$ cat src/rtl/ppr_pkg.sv
`timescale 1ns/1ps
package ppr_pkg;
    typedef enum logic [1:0] {
        TGT_SCU = 2'd0,
        TGT_IC  = 2'd1,
        TGT_TMR = 2'd2,
        TGT_BAD = 2'd3
    } tgt_e;

    typedef struct packed {
        logic ctl;
    } scu_state_t;
endpackage

$ cat src/rtl/ppr_window_decode.sv
`timescale 1ns/1ps
module ppr_window_decode
    import ppr_pkg::*;
#(
    parameter int NCORE  = 4,
    parameter int PAGE_W = 4,
    parameter int CORE_W = $clog2(NCORE)
) (
    input  logic [PAGE_W-1:0] page,
    input  logic [CORE_W-1:0] req_core,
    output tgt_e              tgt,
    output logic [CORE_W-1:0] core
);
    localparam logic [PAGE_W-1:0] IC_ALIAS_PG = PAGE_W'(1);
    localparam logic [PAGE_W-1:0] IC_BANK_PG  = PAGE_W'(2);
    localparam logic [PAGE_W-1:0] TM_ALIAS_PG = PAGE_W'(2 + NCORE);
    localparam logic [PAGE_W-1:0] TM_BANK_PG  = PAGE_W'(3 + NCORE);
    localparam logic [PAGE_W-1:0] END_PG      = PAGE_W'(3 + 2 * NCORE);

    logic [PAGE_W-1:0] ic_rel;
    logic [PAGE_W-1:0] tm_rel;

    always_comb begin
        ic_rel = page - IC_BANK_PG;
        tm_rel = page - TM_BANK_PG;
        tgt    = TGT_BAD;
        core   = '0;
        if (page == '0) begin
            tgt = TGT_SCU;
        end else if (page == IC_ALIAS_PG) begin
            tgt  = TGT_IC;
            core = req_core;
        end else if (page < TM_ALIAS_PG) begin
            tgt  = TGT_IC;
            core = ic_rel[CORE_W-1:0];
        end else if (page == TM_ALIAS_PG) begin
            tgt  = TGT_TMR;
            core = req_core;
        end else if (page < END_PG) begin
            tgt  = TGT_TMR;
            core = tm_rel[CORE_W-1:0];
        end
    end
endmodule

$ cat src/rtl/ppr_scu_regs.sv
`timescale 1ns/1ps
module ppr_scu_regs
    import ppr_pkg::*;
#(
    parameter int NCORE  = 4,
    parameter int DATA_W = 32
) (
    input  logic               clk,
    input  logic               rst_n,
    input  logic               acc,
    input  logic               wr,
    input  logic [5:0]         word,
    input  logic               ctl_in,
    input  logic [2*NCORE-1:0] core_state,
    output logic [DATA_W-1:0]  rdata
);
    localparam logic [5:0] W_CTL  = 6'd0;
    localparam logic [5:0] W_CFG  = 6'd1;
    localparam logic [5:0] W_STAT = 6'd2;
    localparam logic [DATA_W-1:0] CFG_WORD = DATA_W'(NCORE - 1);

    scu_state_t st_d, st_q;

    always_comb begin
        st_d = st_q;
        if (acc && wr && word == W_CTL) begin
            st_d.ctl = ctl_in;
        end
        unique case (word)
            W_CTL:   rdata = DATA_W'(st_q.ctl);
            W_CFG:   rdata = CFG_WORD;
            W_STAT:  rdata = DATA_W'(core_state);
            default: rdata = '0;
        endcase
    end

    always_ff @(posedge clk or negedge rst_n) begin
        if (!rst_n) begin
            st_q <= '0;
        end else begin
            st_q <= st_d;
        end
    end
endmodule

$ cat src/rtl/ppr_decoder.sv
`timescale 1ns/1ps
module ppr_decoder
    import ppr_pkg::*;
#(
    parameter int NCORE  = 4,
    parameter int ADDR_W = 12,
    parameter int DATA_W = 32,
    localparam int CORE_W = $clog2(NCORE),
    localparam int TIDX_W = CORE_W + 1
) (
    input  logic               clk,
    input  logic               rst_n,
    input  logic               req_valid,
    input  logic               req_write,
    input  logic [ADDR_W-1:0]  req_addr,
    input  logic [DATA_W-1:0]  req_wdata,
    input  logic [CORE_W-1:0]  req_core,
    input  logic [2*NCORE-1:0] core_state,
    output logic               ic_sel,
    output logic [CORE_W-1:0]  ic_core,
    output logic [7:0]         ic_off,
    input  logic [DATA_W-1:0]  ic_rdata,
    output logic               tm_sel,
    output logic [TIDX_W-1:0]  tm_idx,
    output logic [3:0]         tm_off,
    input  logic [DATA_W-1:0]  tm_rdata,
    output logic               tgt_write,
    output logic [DATA_W-1:0]  tgt_wdata,
    output logic [DATA_W-1:0]  rsp_rdata,
    output logic               rsp_err
);
    localparam int PAGE_LSB = 8;
    localparam int PAGE_W   = ADDR_W - PAGE_LSB;
    localparam int WDOG_BIT = 5;

    tgt_e              tgt;
    logic [CORE_W-1:0] win_core;
    logic [DATA_W-1:0] scu_rdata;
    logic              scu_acc;

    ppr_window_decode #(
        .NCORE  (NCORE),
        .PAGE_W (PAGE_W),
        .CORE_W (CORE_W)
    ) u_win (
        .page     (req_addr[ADDR_W-1:PAGE_LSB]),
        .req_core (req_core),
        .tgt      (tgt),
        .core     (win_core)
    );

    assign scu_acc = req_valid && (tgt == TGT_SCU);

    ppr_scu_regs #(
        .NCORE  (NCORE),
        .DATA_W (DATA_W)
    ) u_scu (
        .clk        (clk),
        .rst_n      (rst_n),
        .acc        (scu_acc),
        .wr         (req_write),
        .word       (req_addr[7:2]),
        .ctl_in     (req_wdata[0]),
        .core_state (core_state),
        .rdata      (scu_rdata)
    );

    always_comb begin
        ic_sel    = req_valid && (tgt == TGT_IC);
        tm_sel    = req_valid && (tgt == TGT_TMR);
        rsp_err   = req_valid && (tgt == TGT_BAD);
        ic_core   = win_core;
        ic_off    = req_addr[7:0];
        tm_idx    = {win_core, req_addr[WDOG_BIT]};
        tm_off    = req_addr[3:0];
        tgt_write = req_write;
        tgt_wdata = req_wdata;
        rsp_rdata = '0;
        if (req_valid) begin
            unique case (tgt)
                TGT_SCU: rsp_rdata = scu_rdata;
                TGT_IC:  rsp_rdata = ic_rdata;
                TGT_TMR: rsp_rdata = tm_rdata;
                default: rsp_rdata = '0;
            endcase
        end
    end
endmodule

$ cat config.mk
export PLATFORM = sky130hd
export DESIGN_NAME = ppr_decoder
export DESIGN_NICKNAME = d
export VERILOG_FILES = /design/src/rtl/ppr_pkg.sv /design/src/rtl/ppr_window_decode.sv /design/src/rtl/ppr_scu_regs.sv /design/src/rtl/ppr_decoder.sv
export SDC_FILE = /design/constraint.sdc
export NUM_CORES = 1
export LEC_CHECK = 0
export BUFFER_PORTS_ARGS = -buffer_cell sky130_fd_sc_hd__buf_2
export CORE_ASPECT_RATIO = 1.75
export CORE_MARGIN = 10
export CORE_UTILIZATION = 27
export DETAILED_ROUTE_END_ITERATION = 8
export PLACE_DENSITY = 0.82
export SKIP_CTS_REPAIR_TIMING = 1
export SLEW_MARGIN = 30
export SYNTH_ARGS = -nofsm -noshare
export SYNTH_HDL_FRONTEND = slang
export SYNTH_SLANG_ARGS = --single-unit
export TNS_END_PERCENT = 50
$ cat constraint.sdc
create_clock -name clk -period 1.49 [get_ports clk]
set_input_delay 0.149 -clock clk [delete_from_list [all_inputs] [get_ports clk]]
set_output_delay 0.149 -clock clk [all_outputs]
set_load 0.1 [all_outputs]
==> results.cfg <==
[route]
drc = 0
drtIter0Drc = 60
drt-vias-per-instance = 5.24
vias = 1683
drt_pre_antenna_iters = 5
wl_um = 7250
wl_per_cell_um = 22.6
ant_nets = 0

[hold_path]
min_to = tgt_wdata[1]
min_path_cells = 0
hold_class = input pin to output port
hold_start = req_wdata[1]

[floorplanning]
initial_core_util_pct = 27.8
die_width_um = 69.4
io_pins = 207
core_area_sq_mm = 0.00415
dieArea_sq_mm = 0.00738
row_count = 31
chipHeight_um = 106

[placement]
portBuffers = 138
place_inst = 322
pre_cts_slack_ps = -307
dp_hpwl_um = 6190
gp_congestion = 0.955

[synthesis]
syn_area_sq_mm = 0.00115
synth_area_leaders = buf_4, a22oi_1, nor2_1
yosysTopAreaCell = buf_4
synth.most_common_cell = buf_4
avgSynthCellArea_sq_um = 7.25
netlist_instances = 159
yosys_warnings = 0
yosysTopAreaCellShare_pct = 31.9
synth_common_cells = buf_4, nor2_1, a22oi_1, a22o_1, a222oi_1
synth_edf_count = 0
ys_types = 33
ys_async_sr_fraction_pct = 100
ys_ff_latch = 1
synthFlopType = dfrtp_1
ys_seq_area_share_pct = 2.17
synth_nets = 285

[cells_and_area]
fin_cells = 321
fillers = 303
syn_to_final_growth_pct = 148
nets = 400
drive_gt1_share_pct = 86.4
top_regs = u_scu.st_q x1
largest_reg_flops = 1
diodes = 0
regMostFlops = u_scu.st_q

[global_route]
grt_pass1_vias = 1925
grt_max_degree = 22
grt_pass1_wl_um = 10400
grt.total_usage_pct = 17.0
gr-total-overflow = 0
antenna_found_initial = 0

[timing]
tightest_slew_ps = 552
setup_viol = 38
rsz0062_at_grt = true
period_needed_ps = 1740
layout_worst_path_cycle_share_pct = 117
skew_ps = 0
finalMaxSlewViolations = 0
whs_ps = 298
max_freq_mhz = 574
hold_viol = 0
setup_ws_ps = -251
relSlewSlack_pct = 63.2
tns_ps = -5990

[setup_path]
r2r_end = u_scu.st_q$_DFFE_PN0P_
rrSetupSlack_ps = 740
startpoint_type = input pin
worst_r2r_startpoint = u_scu.st_q$_DFFE_PN0P_
crit_required_ps = 1340
critPathMaxFanout = 6
cp.arrival_ps = 1590
critPathLaunch = req_addr[9]
r2r_cells = 1
end_kind = output port
crit_type = input pin to output port

[power_and_ir_drop]
leakage_nw = 1.29
totalPowerFinal_w = 0.00162
ir_worst_vdd_mv = 0.444
p_per_area_mw_per_mm2 = 569

[job]
cap_violations = 0

[cts]
clock_latency_ps = 0

[outcome]
status = complete, but fails checks
violations = negative setup slack
worst max-delay path, stage by stage:
cell       delay (ps)
buf_12            110
ha_4              150
or2_4             240
mux2i_4           230
clkbuf_16         200
a222oi_1           90
buf_4             150
nor2_4             90
buf_12            180
placed cells by master (no fill, tap or decap), types with 2 or more instances in the layout:
cell type / n
ha_4: 2
a222oi_1: 8
buf_12: 44
inv_1: 3
ha_1: 2
nor2b_1: 2
a22oi_2: 13
nor2_4: 23
clkbuf_16: 3
clkbuf_4: 2
a22oi_1: 2
a22o_4: 10
buf_4: 24
nor2_1: 6
buf_2: 96
a21oi_1: 3
through the flow:
step	cell area, sq um	utilization, %
global route	2860	68.9
global placement	2690	64.8
floorplan	1490	-
CTS	2690	64.8
detailed placement	2690	64.8
finish	2860	68.9
worst max path at each step:
stage	to	slack, ps	cells after the start
2_1_floorplan	rsp_rdata[10]	-290	5
3_3_place_gp	rsp_rdata[1]	-260	9
3_5_place_dp	rsp_rdata[1]	-310	9
4_1_cts	rsp_rdata[19]	-310	9
5_1_grt	rsp_rdata[7]	-320	9
6_report	rsp_rdata[7]	-250	9
layout make-up:
| cell class | instances | area [sq um] | area share (%) |
|---|---|---|---|
| Sequential cell | 1 | 25.0 | 0.876 |
| Tap cell | 49 | 61.3 | 2.15 |
| Timing Repair Buffer | 171 | 1660 | 58.0 |
| Multi-Input combinational cell | 96 | 1100 | 38.5 |
| Inverter | 4 | 15.0 | 0.525 |
kinds of logic (layout without fill, tap and decap cells):
family	after synthesis	after routing	synth area share (%)
buffers and inverters	62	175	38.5
AOI/OAI and AO/OA	47	47	32.6
DFF	1	1	2.17
adders and majority gates	4	4	4.34
muxes	2	2	3.26
and+or+nand+nor	43	43	19.1
report_power, final:
group,switching [W],total [W],internal [W],leakage [nW]
sequential,0.000000160,0.0000280,0.0000279,0.0140
combinational,0.000992,0.00160,0.000605,1.28
clock,0,0,0,0
layer usage:
metal | wire length (um) | track usage (%) | up-vias
met1 | 2040 | 14.3 | 791
li1 | - | - | 761
met3 | 705 | 5.77 | 33
met4 | 201 | 4.48 | 0
met5 | 0 | 0 | -
met2 | 4310 | 35.4 | 98
Note: power is estimated with default switching activity, not from simulation.
